## config.mk

```make
export PLATFORM = sky130hd
export DESIGN_NAME = iso_ts_inserter
export DESIGN_NICKNAME = d
export VERILOG_FILES = /design/src/rtl/iso_ts_pkg.sv /design/src/rtl/iso_ts_regs.sv /design/src/rtl/iso_ts_delta.sv /design/src/rtl/iso_ts_walker.sv /design/src/rtl/iso_ts_inserter.sv
export SDC_FILE = /design/constraint.sdc
export NUM_CORES = 1
export LEC_CHECK = 0
export BUFFER_PORTS_ARGS = -buffer_cell sky130_fd_sc_hd__buf_4
export CAP_MARGIN = 10
export CORE_ASPECT_RATIO = 1.75
export CORE_MARGIN = 2
export CORE_UTILIZATION = 31
export CTS_CLUSTER_DIAMETER = 150
export DETAILED_ROUTE_END_ITERATION = 7
export SLEW_MARGIN = 20
export SYNTH_ARGS = -nofsm -noshare
export SYNTH_HDL_FRONTEND = slang
export SYNTH_SLANG_ARGS = --single-unit
```

## constraint.sdc

```tcl
create_clock -name clk -period 30.1 [get_ports clk]
set_input_delay 1.505 -clock clk [delete_from_list [all_inputs] [get_ports clk]]
set_output_delay 1.505 -clock clk [all_outputs]
set_load 0.03 [all_outputs]
```

## src/rtl/iso_ts_pkg.sv

```systemverilog
`timescale 1ns/1ps
package iso_ts_pkg;

    localparam int CNT_W        = 13;
    localparam int OFS_W        = 12;
    localparam int CNT_MOD      = 8000;
    localparam int OFS_MOD      = 3072;
    localparam int DV_EN_BIT    = 8;
    localparam int MPEG_EN_BIT  = 10;
    localparam int NO_DELTA_BIT = 31;
    localparam logic [1:0] TAG_CIP  = 2'b01;
    localparam logic [5:0] FMT_DV   = 6'h00;
    localparam logic [5:0] FMT_MPEG = 6'h20;

    typedef struct packed {
        logic [CNT_W-1:0] cnt;
        logic [OFS_W-1:0] ofs;
    } ts_t;

    typedef enum logic [1:0] {
        ST_HEAD,
        ST_CIP0,
        ST_CIP1,
        ST_BODY
    } walk_e;

    // Sum of two cycle-timer values: offset wraps at 3072 with carry, count wraps at 8000.
    function automatic ts_t ts_add(input ts_t a, input ts_t b);
        logic [OFS_W:0] s_ofs;
        logic [CNT_W:0] s_cnt;
        logic           carry;
        ts_t            r;
        s_ofs = {1'b0, a.ofs} + {1'b0, b.ofs};
        carry = (s_ofs >= (OFS_W+1)'(OFS_MOD));
        if (carry) s_ofs = s_ofs - (OFS_W+1)'(OFS_MOD);
        s_cnt = {1'b0, a.cnt} + {1'b0, b.cnt} + {{CNT_W{1'b0}}, carry};
        if (s_cnt >= (CNT_W+1)'(CNT_MOD)) s_cnt = s_cnt - (CNT_W+1)'(CNT_MOD);
        r.cnt = s_cnt[CNT_W-1:0];
        r.ofs = s_ofs[OFS_W-1:0];
        return r;
    endfunction

    // (a - b) mod 8000 for counts already in range.
    function automatic logic [CNT_W-1:0] cnt_sub(input logic [CNT_W-1:0] a,
                                                 input logic [CNT_W-1:0] b);
        logic [CNT_W:0] d;
        d = {1'b0, a} + (CNT_W+1)'(CNT_MOD) - {1'b0, b};
        if (d >= (CNT_W+1)'(CNT_MOD)) d = d - (CNT_W+1)'(CNT_MOD);
        return d[CNT_W-1:0];
    endfunction

endpackage

```

## src/rtl/iso_ts_regs.sv

```systemverilog
`timescale 1ns/1ps
module iso_ts_regs #(
    parameter int N_CTX    = 8,
    parameter int AW       = 4,
    parameter int DW       = 32,
    parameter int ADDR_SET = 0,
    parameter int ADDR_CLR = 1,
    parameter int OFS_BASE = 8,
    localparam int CTX_W   = $clog2(N_CTX)
) (
    input  logic             clk,
    input  logic             rst_n,
    input  logic             reg_wr,
    input  logic [AW-1:0]    reg_addr,
    input  logic [DW-1:0]    reg_wdata,
    input  logic [CTX_W-1:0] rd_ctx,
    output logic [DW-1:0]    ctrl,
    output logic [DW-1:0]    ofs_sel
);

    logic [DW-1:0] ctrl_q;
    logic [DW-1:0] ofs_q [N_CTX];

    always_ff @(posedge clk) begin
        if (!rst_n) begin
            ctrl_q <= '0;
            for (int i = 0; i < N_CTX; i++) ofs_q[i] <= '0;
        end else if (reg_wr) begin
            if (reg_addr == AW'(ADDR_SET)) ctrl_q <= ctrl_q | reg_wdata;
            if (reg_addr == AW'(ADDR_CLR)) ctrl_q <= ctrl_q & ~reg_wdata;
            for (int i = 0; i < N_CTX; i++) begin
                if (reg_addr == AW'(OFS_BASE + i)) ofs_q[i] <= reg_wdata;
            end
        end
    end

    assign ctrl    = ctrl_q;
    assign ofs_sel = ofs_q[rd_ctx];

endmodule

```

## src/rtl/iso_ts_delta.sv

```systemverilog
`timescale 1ns/1ps
module iso_ts_delta #(
    parameter int N_CTX  = 8,
    parameter int CNT_W  = 13,
    localparam int CTX_W = $clog2(N_CTX)
) (
    input  logic             clk,
    input  logic             rst_n,
    input  logic             mpeg_en,
    input  logic             restart,
    input  logic [CTX_W-1:0] restart_ctx,
    input  logic             cap,
    input  logic [CTX_W-1:0] sel_ctx,
    input  logic [CNT_W-1:0] cap_value,
    output logic             sel_valid,
    output logic [CNT_W-1:0] sel_value
);

    logic             en_prev;
    logic [N_CTX-1:0] held_q;
    logic [CNT_W-1:0] delta_q [N_CTX];
    logic             wipe_all;

    assign wipe_all = mpeg_en && !en_prev;

    always_ff @(posedge clk) begin
        if (!rst_n) begin
            en_prev <= 1'b0;
            held_q  <= '0;
            for (int i = 0; i < N_CTX; i++) delta_q[i] <= '0;
        end else begin
            en_prev <= mpeg_en;
            for (int i = 0; i < N_CTX; i++) begin
                if (wipe_all || (restart && restart_ctx == CTX_W'(i))) begin
                    held_q[i] <= 1'b0;
                end else if (cap && sel_ctx == CTX_W'(i)) begin
                    held_q[i]  <= 1'b1;
                    delta_q[i] <= cap_value;
                end
            end
        end
    end

    assign sel_valid = held_q[sel_ctx];
    assign sel_value = delta_q[sel_ctx];

endmodule

```

## src/rtl/iso_ts_walker.sv

```systemverilog
`timescale 1ns/1ps
module iso_ts_walker
    import iso_ts_pkg::*;
#(
    parameter int N_CTX    = 8,
    parameter int DW       = 32,
    parameter int SP_WORDS = 48,
    localparam int CTX_W   = $clog2(N_CTX),
    localparam int IDX_W   = $clog2(SP_WORDS)
) (
    input  logic             clk,
    input  logic             rst_n,
    input  logic [CNT_W-1:0] cyc_count,
    input  logic [OFS_W-1:0] cyc_offset,
    input  logic             dv_en,
    input  logic             mpeg_en,
    input  logic [DW-1:0]    ofs_word,
    input  logic             d_valid,
    input  logic [CNT_W-1:0] d_value,
    output logic             cap,
    output logic [CNT_W-1:0] cap_value,
    input  logic             in_valid,
    output logic             in_ready,
    input  logic [DW-1:0]    in_data,
    input  logic [CTX_W-1:0] in_ctx,
    input  logic             in_last,
    input  logic             in_frame,
    output logic             out_valid,
    input  logic             out_ready,
    output logic [DW-1:0]    out_data,
    output logic [CTX_W-1:0] out_ctx,
    output logic             out_last
);

    walk_e            st_q, st_d;
    logic             tag_ok_q;
    logic             frame_q;
    logic             mpeg_q;
    logic [IDX_W-1:0] idx_q;
    logic             take;
    logic [DW-1:0]    word_d;

    ts_t              bus_ts, user_ts, syt_ts, sph_ts, step_ts, new_ts, delta_ts;
    logic [5:0]       fmt;
    logic             dv_hit, sph_hit, use_delta;
    logic [CNT_W-1:0] delta_new, delta_now;

    assign in_ready = !out_valid || out_ready;
    assign take     = in_valid && in_ready;

    // next-state logic
    always_comb begin
        st_d = st_q;
        if (take) begin
            unique case (st_q)
                ST_HEAD: st_d = ST_CIP0;
                ST_CIP0: st_d = ST_CIP1;
                ST_CIP1: st_d = ST_BODY;
                ST_BODY: st_d = ST_BODY;
            endcase
            if (in_last) st_d = ST_HEAD;
        end
    end

    // state register and per-packet context
    always_ff @(posedge clk) begin
        if (!rst_n) begin
            st_q     <= ST_HEAD;
            tag_ok_q <= 1'b0;
            frame_q  <= 1'b0;
            mpeg_q   <= 1'b0;
            idx_q    <= '0;
        end else begin
            st_q <= st_d;
            if (take) begin
                unique case (st_q)
                    ST_HEAD: begin
                        tag_ok_q <= (in_data[15:14] == TAG_CIP);
                        frame_q  <= in_frame;
                        mpeg_q   <= 1'b0;
                    end
                    ST_CIP0: ;
                    ST_CIP1: begin
                        mpeg_q <= mpeg_en && tag_ok_q && (fmt == FMT_MPEG);
                        idx_q  <= '0;
                    end
                    ST_BODY: begin
                        idx_q <= (idx_q == IDX_W'(SP_WORDS - 1)) ? '0 : idx_q + 1'b1;
                    end
                endcase
            end
        end
    end

    // timestamp arithmetic
    assign bus_ts    = '{cnt: cyc_count, ofs: cyc_offset};
    assign user_ts   = ts_t'(ofs_word[CNT_W+OFS_W-1:0]);
    assign fmt       = in_data[29:24];
    assign syt_ts    = ts_add(bus_ts, user_ts);
    assign sph_ts    = ts_t'(in_data[CNT_W+OFS_W-1:0]);
    assign use_delta = !ofs_word[NO_DELTA_BIT];
    assign delta_new = cnt_sub(cyc_count, sph_ts.cnt);
    assign delta_now = d_valid ? d_value : delta_new;
    assign delta_ts  = '{cnt: (use_delta ? delta_now : '0), ofs: '0};
    assign step_ts   = ts_add(sph_ts, user_ts);
    assign new_ts    = ts_add(step_ts, delta_ts);

    assign dv_hit  = (st_q == ST_CIP1) && dv_en && tag_ok_q && frame_q && (fmt == FMT_DV);
    assign sph_hit = (st_q == ST_BODY) && mpeg_q && (idx_q == '0);

    assign cap       = take && sph_hit && use_delta && !d_valid;
    assign cap_value = delta_new;

    // output word
    always_comb begin
        word_d = in_data;
        unique case (st_q)
            ST_HEAD, ST_CIP0: ;
            ST_CIP1: if (dv_hit) word_d[15:0] = {syt_ts.cnt[3:0], syt_ts.ofs};
            ST_BODY: if (sph_hit) word_d[CNT_W+OFS_W-1:0] = new_ts;
        endcase
    end

    always_ff @(posedge clk) begin
        if (!rst_n) begin
            out_valid <= 1'b0;
            out_data  <= '0;
            out_ctx   <= '0;
            out_last  <= 1'b0;
        end else if (take) begin
            out_valid <= 1'b1;
            out_data  <= word_d;
            out_ctx   <= in_ctx;
            out_last  <= in_last;
        end else if (out_ready) begin
            out_valid <= 1'b0;
        end
    end

endmodule

```

## src/rtl/iso_ts_inserter.sv

```systemverilog
`timescale 1ns/1ps
module iso_ts_inserter
    import iso_ts_pkg::*;
#(
    parameter int N_CTX    = 8,
    parameter int AW       = 4,
    parameter int DW       = 32,
    parameter int SP_WORDS = 48,
    parameter int ADDR_SET = 0,
    parameter int ADDR_CLR = 1,
    parameter int OFS_BASE = 8,
    localparam int CTX_W   = $clog2(N_CTX)
) (
    input  logic             clk,
    input  logic             rst_n,
    input  logic [12:0]      cyc_count,
    input  logic [11:0]      cyc_offset,
    input  logic             reg_wr,
    input  logic [AW-1:0]    reg_addr,
    input  logic [DW-1:0]    reg_wdata,
    input  logic             restart,
    input  logic [CTX_W-1:0] restart_ctx,
    input  logic             in_valid,
    output logic             in_ready,
    input  logic [DW-1:0]    in_data,
    input  logic [CTX_W-1:0] in_ctx,
    input  logic             in_last,
    input  logic             in_frame,
    output logic             out_valid,
    input  logic             out_ready,
    output logic [DW-1:0]    out_data,
    output logic [CTX_W-1:0] out_ctx,
    output logic             out_last
);

    logic [DW-1:0]    ctrl_q;
    logic [DW-1:0]    ofs_sel;
    logic             d_valid;
    logic [CNT_W-1:0] d_value;
    logic             cap;
    logic [CNT_W-1:0] cap_value;

    iso_ts_regs #(
        .N_CTX(N_CTX), .AW(AW), .DW(DW),
        .ADDR_SET(ADDR_SET), .ADDR_CLR(ADDR_CLR), .OFS_BASE(OFS_BASE)
    ) u_regs (
        .clk(clk), .rst_n(rst_n),
        .reg_wr(reg_wr), .reg_addr(reg_addr), .reg_wdata(reg_wdata),
        .rd_ctx(in_ctx), .ctrl(ctrl_q), .ofs_sel(ofs_sel)
    );

    iso_ts_delta #(.N_CTX(N_CTX), .CNT_W(CNT_W)) u_delta (
        .clk(clk), .rst_n(rst_n),
        .mpeg_en(ctrl_q[MPEG_EN_BIT]),
        .restart(restart), .restart_ctx(restart_ctx),
        .cap(cap), .sel_ctx(in_ctx), .cap_value(cap_value),
        .sel_valid(d_valid), .sel_value(d_value)
    );

    iso_ts_walker #(.N_CTX(N_CTX), .DW(DW), .SP_WORDS(SP_WORDS)) u_walk (
        .clk(clk), .rst_n(rst_n),
        .cyc_count(cyc_count), .cyc_offset(cyc_offset),
        .dv_en(ctrl_q[DV_EN_BIT]), .mpeg_en(ctrl_q[MPEG_EN_BIT]),
        .ofs_word(ofs_sel), .d_valid(d_valid), .d_value(d_value),
        .cap(cap), .cap_value(cap_value),
        .in_valid(in_valid), .in_ready(in_ready), .in_data(in_data),
        .in_ctx(in_ctx), .in_last(in_last), .in_frame(in_frame),
        .out_valid(out_valid), .out_ready(out_ready), .out_data(out_data),
        .out_ctx(out_ctx), .out_last(out_last)
    );

endmodule

```

After elaboration in Yosys (flattened, before gate mapping) --
Memory sizes are Yosys's and may differ from the RTL's. Index checks and enable logic that the tools add are counted.
Word-level totals: register bits after elaboration 89, memory bits (writable) 360, output and inout port bits 38, word-level logic and storage cells 266, memories kept 2
Memory list:
- u_regs.ofs_q | words 8, width 32, read ports 1, clocked after memory_dff 0, write ports 8, RTL line iso_ts_regs.sv:22 | logic [DW-1:0] ofs_q [N_CTX];
- u_delta.delta_q | words 8, width 13, read ports 1, clocked after memory_dff 0, write ports 8, RTL line iso_ts_delta.sv:21 | logic [CNT_W-1:0] delta_q [N_CTX];
Cells by class: add/sub/neg operators 18, order comparisons 8, equality and inequality tests 29, muxes and demuxes 105, bitwise operators 20, reductions and logical operators 65
Operators with widths (count):
- $mux W32 | 10
- $mux W13 | 13
- $mux W1 | 68
- $ge A14 B13 Y1 const B | 4
- $add A13 B13 Y14 | 3
- $add A14 B1 Y14 | 3
- $sub A13 B13 Y13 const B | 3
- $mux W12 | 3
- $sub A12 B12 Y12 const B | 3
- $and A32 B32 Y32 | 1
- $eq A4 B4 Y1 const B | 8
- $not A32 Y32 | 1
- $or A32 B32 Y32 | 1
- $pmux W16 S2 | 1
- $logic_and A1 B1 Y1 | 29
- $add A12 B12 Y13 | 2
- $ge A13 B12 Y1 const B | 2
- $mux W25 | 1
- $eq A3 B3 Y1 const B | 8
- $reduce_or A2 Y1 | 9
- $mux W16 | 1
- $or A1 B1 Y1 | 16
- $add A13 B13 Y14 const B | 1
- $sub A14 B13 Y14 | 1
- other kinds (27) | 53

Logic depth before layout (Yosys ltp) --
depth in word-level cells 12, depth in mapped cells 47, depth with buffers taken out 43

Hierarchy --
Synthesis repeated with hierarchy kept, for this count alone.
Second synthesis, totals: cells, all modules 2067, area, all modules 24011.8 sq um
By module, submodules not included:
- iso_ts_regs | times used 1, cells each 780, area each 12050.3 sq um, seq. area each 8328.0 sq um
- iso_ts_walker | times used 1, cells each 889, area each 6715.2 sq um, seq. area each 960.9 sq um
- iso_ts_delta | times used 1, cells each 398, area each 5246.3 sq um, seq. area each 3303.2 sq um

Worst setup path after synthesis --
OpenSTA, ideal clock, no wires.
path type input -> register, start point input port in_ctx[0], end point register u_walk.out_data[22], library setup time 0.087 ns, data arrival time 11.122 ns, setup slack 18.891 ns, stages on the path 45, cell sequence buf_2 -> buf_2 -> buf_2 -> buf_1 -> mux4_2 -> mux2i_1 -> inv_1 -> ha_1 -> a211oi_2 -> o211ai_1 -> a31o_2 -> a21oi_1 -> xor2_1 -> inv_1 -> ha_1 -> nand2_1 -> nor3_1 -> nor4b_1 -> [... 9 more ...] -> xnor2_1 -> inv_1 -> ha_1 -> nand2_1 -> or4_1 -> o31a_1 -> o31ai_2 -> xnor2_1 -> ha_1 -> xnor2_1 -> ha_1 -> or4b_1 -> or4_1 -> a21oi_1 -> a31oi_2 -> nor4_2 -> xnor2_1 -> o31ai_1
On the way: longest elaborated chain between the ends 12
Ends and longest elaborated chain:
- from (decl) | RTL line iso_ts_inserter.sv:26 | input logic [CTX_W-1:0] in_ctx,
- $mem_v2 Z8 W32
- $add A12 B12 Y13 | RTL line iso_ts_pkg.sv:33 | s_ofs = {1'b0, a.ofs} + {1'b0, b.ofs};
- $ge A13 B12 Y1 | RTL line iso_ts_pkg.sv:34 | carry = (s_ofs >= (OFS_W+1)'(OFS_MOD));
- $add A14 B1 Y14 | RTL line iso_ts_pkg.sv:36 | s_cnt = {1'b0, a.cnt} + {1'b0, b.cnt} + {{CNT_W{1'b0}}, carry};
- $sub A13 B13 Y13 or $ge A14 B13 Y1 (tied branches) | RTL line iso_ts_pkg.sv:37 | if (s_cnt >= (CNT_W+1)'(CNT_MOD)) s_cnt = s_cnt - (CNT_W+1)'(CNT_MOD);
- $mux W13 | RTL line iso_ts_pkg.sv:37
- $add A13 B13 Y14 | RTL line iso_ts_pkg.sv:36
- $add A14 B1 Y14 * | RTL line iso_ts_pkg.sv:36
- $sub A13 B13 Y13 or $ge A14 B13 Y1 (tied branches) | RTL line iso_ts_pkg.sv:37
- $mux W13 * | RTL line iso_ts_pkg.sv:37
- $mux W25 * | RTL line iso_ts_walker.sv:120 | ST_BODY: if (sph_hit) word_d[CNT_W+OFS_W-1:0] = new_ts;
- $mux W9 * | RTL line iso_ts_walker.sv:117 | unique case (st_q)
- to (signal assigned) | RTL line iso_ts_walker.sv:132 | out_data <= word_d;
- to (decl) | RTL line iso_ts_walker.sv:30 | output logic [DW-1:0] out_data,
Every way passes the cells marked *; elsewhere a longest branch is shown, timed or not. The select of a mux whose other input is x is not followed. A chain may end at the register's enable or synchronous reset.

Worst setup path in the final report --
Ends and elaborated chain as after synthesis.

==> results.py <==
metrics = {
    "grt": {
        "grt_util_all_layers_pct": 17.54,
        "grt_pass1_wl_mm": 89.42,
        "antenna_found_initial": 2,
        "grt_max_degree": 55,
        "grt-ovfl-total": 0,
        "grt_pass1_vias": 15120,
    },
    "drt": {
        "first_pass_iters": 5,
        "via_per_inst": 5.400,
        "via_count": 14660,
        "route.detailed.drc": 0,
        "drtIter0Drc": 1204,
        "final_antenna_net_count": 0,
        "wl_per_cell_um": 22.15,
        "wl_mm": 60.13,
    },
    "worst_setup_path": {
        "endpoint_kind": "register",
        "cp_common_cell": "ha_1",
        "ff2ff_setup_slack_ns": 19.49,
        "cp.arrival_ns": 12.37,
        "crit_type": "input pin to register",
        "cpMaxStageDelayCell": "mux4_2",
        "worstPathMaxFanout": 46,
        "slowest_delay_ns": 0.58,
        "crit_required_ns": 30.61,
        "cp-start-kind": "input pin",
    },
    "logic_synthesis": {
        "synth.most_common_cell": "edfxtp_1",
        "ys_ff_latch": 371,
        "ys_warn_count": 0,
        "seq_area_frac_synth_pct": 51.88,
        "netlist.area_leader.share_pct": 46.07,
        "synth-main-ff-cell": "edfxtp_1",
        "synthTopCellsByArea": "edfxtp_1 (46%), mux4_2 (8.9%), dfxtp_1 (5.8%)",
        "synth_common_cells": "edfxtp_1 (312), nor2_1 (305), nand2_1 (130)",
        "syn_inst": 1761,
        "synth_area_um2": 20330,
        "async_flop_share_pct": 0,
        "synth_cell_type_count": 88,
        "syn_avg_cell_area_um2": 11.55,
        "synth_edf_count": 312,
        "synthesis.nets": 1965,
        "synth_top_area_cell": "edfxtp_1",
    },
    "timing": {
        "drv_slew": 0,
        "finClkSkew_ns": 0.01462,
        "post-route-period-util_pct": 39.41,
        "rsz0062_at_grt": "false",
        "tightest_slew_ns": 1.086,
        "post-route-min-period_ns": 11.86,
        "final_hold_viol_count": 0,
        "finalSetupTns_ns": 0,
        "setup_violations": 0,
        "max_freq_mhz": 84.31,
        "max_slew_margin_pct": 27.57,
    },
    "power_and_ir_drop": {
        "ir_drop_v": 0.00005218,
        "power_density_nw_per_um2": 64.74,
        "p_leak_nw": 8.767,
    },
    "floorplanning": {
        "die-area_um2": 67740,
        "die_w_um": 197.6,
        "initial_core_util_pct": 31.21,
        "ioPinCount": 145,
        "die_y_um": 342.8,
        "core.rowCount": 124,
        "core_um2": 65160,
    },
    "hold_path": {
        "holdCritPathClass": "register to register",
    },
    "cts": {
        "cts_buffers": 31,
        "cts_htree_levels": 1,
        "root_buffer": "clkbuf_16",
        "clkLatencyLatePin_ns": 0.60,
        "cts_tree": "yes",
        "cts.clk_slew.worst_paths_ns": 0.07,
        "clock_path_buffers": 3,
        "cts.sinks": 371,
        "cts_setup_buffers": 0,
        "hold_buffers": 0,
        "cts_resized": 0,
    },
    "run_status": {
        "outcome": "complete, no violations",
    },
    "cells_and_area": {
        "areaGrowthSynthToFinish_pct": 14.63,
        "fin_area_um2": 23310,
        "nets": 2076,
        "drive_above_1_share_pct": 19.10,
    },
    "place": {
        "hpwl_mm": 42.56,
        "gp_congestion": 0.9022,
        "placedInstanceArea_um2": 22260,
        "port-buffer-count": 138,
    },
    "flow_run": {
        "max_cap_viol_count": 0,
    },
}
flip-flops by register name, summed over array words and instances (netlist names), named ones only:
name / count
u_delta.delta_q: 104
u_delta.en_prev: 1
u_delta.held_q: 8
u_regs.ofs_q: 208
u_walk.frame_q: 1
u_walk.idx_q: 6
u_walk.mpeg_q: 1
u_walk.out_ctx: 3
u_walk.out_data: 32
u_walk.out_last: 1
u_walk.out_valid: 1
u_walk.st_q: 2
u_walk.tag_ok_q: 1
area by class of cell:
class / count / area [um^2]
multi-input combinational: 1212 / 9130
timing repair buffer: 157 / 1182
inverter: 99 / 371.6
tap: 819 / 1025
sequential: 371 / 10550
clock inverter: 23 / 265.3
fill: 6358 / 41850
clock buffer: 33 / 783.3
antenna: 1 / 2.502
metal layers:
layer  global-route usage, %  part of all wire [%]
met1                   18.87                    35
met2                   33.05                    54
met3                   2.507                   5.7
met4                   8.960                   5.3
met5                       0                 0.033
through the flow:
stage | utilization (%) | worst slack [ns] | hold slack [ns] | total power (W) | std cells
detailed placement | 34.16 | 17.62 | 0.4475 | 0.001094 | 2658
global route | 35.77 | 17.38 | 0.4730 | 0.001583 | 2714
global placement | 34.16 | 17.69 | 0.4445 | 0.001084 | 2658
floorplan | - | 18.89 | 0.4331 | 0.0009563 | 1761
finish | 35.77 | 18.24 | 0.4564 | 0.001509 | 2715
CTS | 35.77 | 18.16 | 0.4572 | 0.001518 | 2714
where the power goes:
group / internal [W] / switching, W / total (W) / leakage [nW]
Sequential: 0.000591 / 0.0000100 / 0.000601 / 3.54
Clock: 0.000232 / 0.000191 / 0.000423 / 0.501
Combinational: 0.000186 / 0.000299 / 0.000485 / 4.73
critical path: cells and delay by family:
family	cells	cell delay, ns
mux	2	1.00
simple gates	12	3.28
xor+xnor	5	1.05
fa+ha+maj	6	1.84
buf+inv	3	0.78
compound gates	12	2.81
cells by family (layout without fill, tap and decap cells):
family	count (synthesis)	count (layout)	share of synthesized area [%]
AO/OA/AOI/OAI	326	326	11.35
XOR/XNOR	51	51	2.234
adder cells (fa/ha/maj)	97	97	6.301
buffers and inverters	178	312	3.353
flip-flops	371	371	51.88
multiplexers	126	126	11.30
other	0	1	0
AND/OR/NAND/NOR	612	612	13.59
worst paths after layout:
check | to | depth (start not counted) | from
setup / recovery | u_walk.out_data[22] | 40 | in_ctx[0]
hold / removal | u_walk.out_data[26] | 2 | u_walk.out_data[26]
setup reg to reg | u_walk.out_data[22] | 39 | u_regs.ofs_q[6][1]
hold reg to reg | u_walk.out_data[26] | 2 | u_walk.out_data[26]
placed cells by master, fill, tap and decap left out, drive strengths merged, types with 14 or more instances in the layout:
cell / netlist / routed
edfxtp: 312 / 312
nor2: 305 / 305
buf: 19 / 157
nand2: 130 / 130
inv: 99 / 100
ha: 88 / 88
a21oi: 88 / 88
mux4: 80 / 80
dfxtp: 59 / 59
o21ai: 54 / 54
xnor2: 34 / 34
nand3: 34 / 34
clkbuf: 60 / 33
a211oi: 32 / 32
nor3: 31 / 31
mux2: 28 / 28
nor2b: 21 / 21
mux2i: 18 / 18
a21o: 18 / 18
xor2: 17 / 17
o21a: 16 / 16
nand4: 15 / 15
o31ai: 14 / 14
Note: power is estimated with default switching activity, not from simulation.
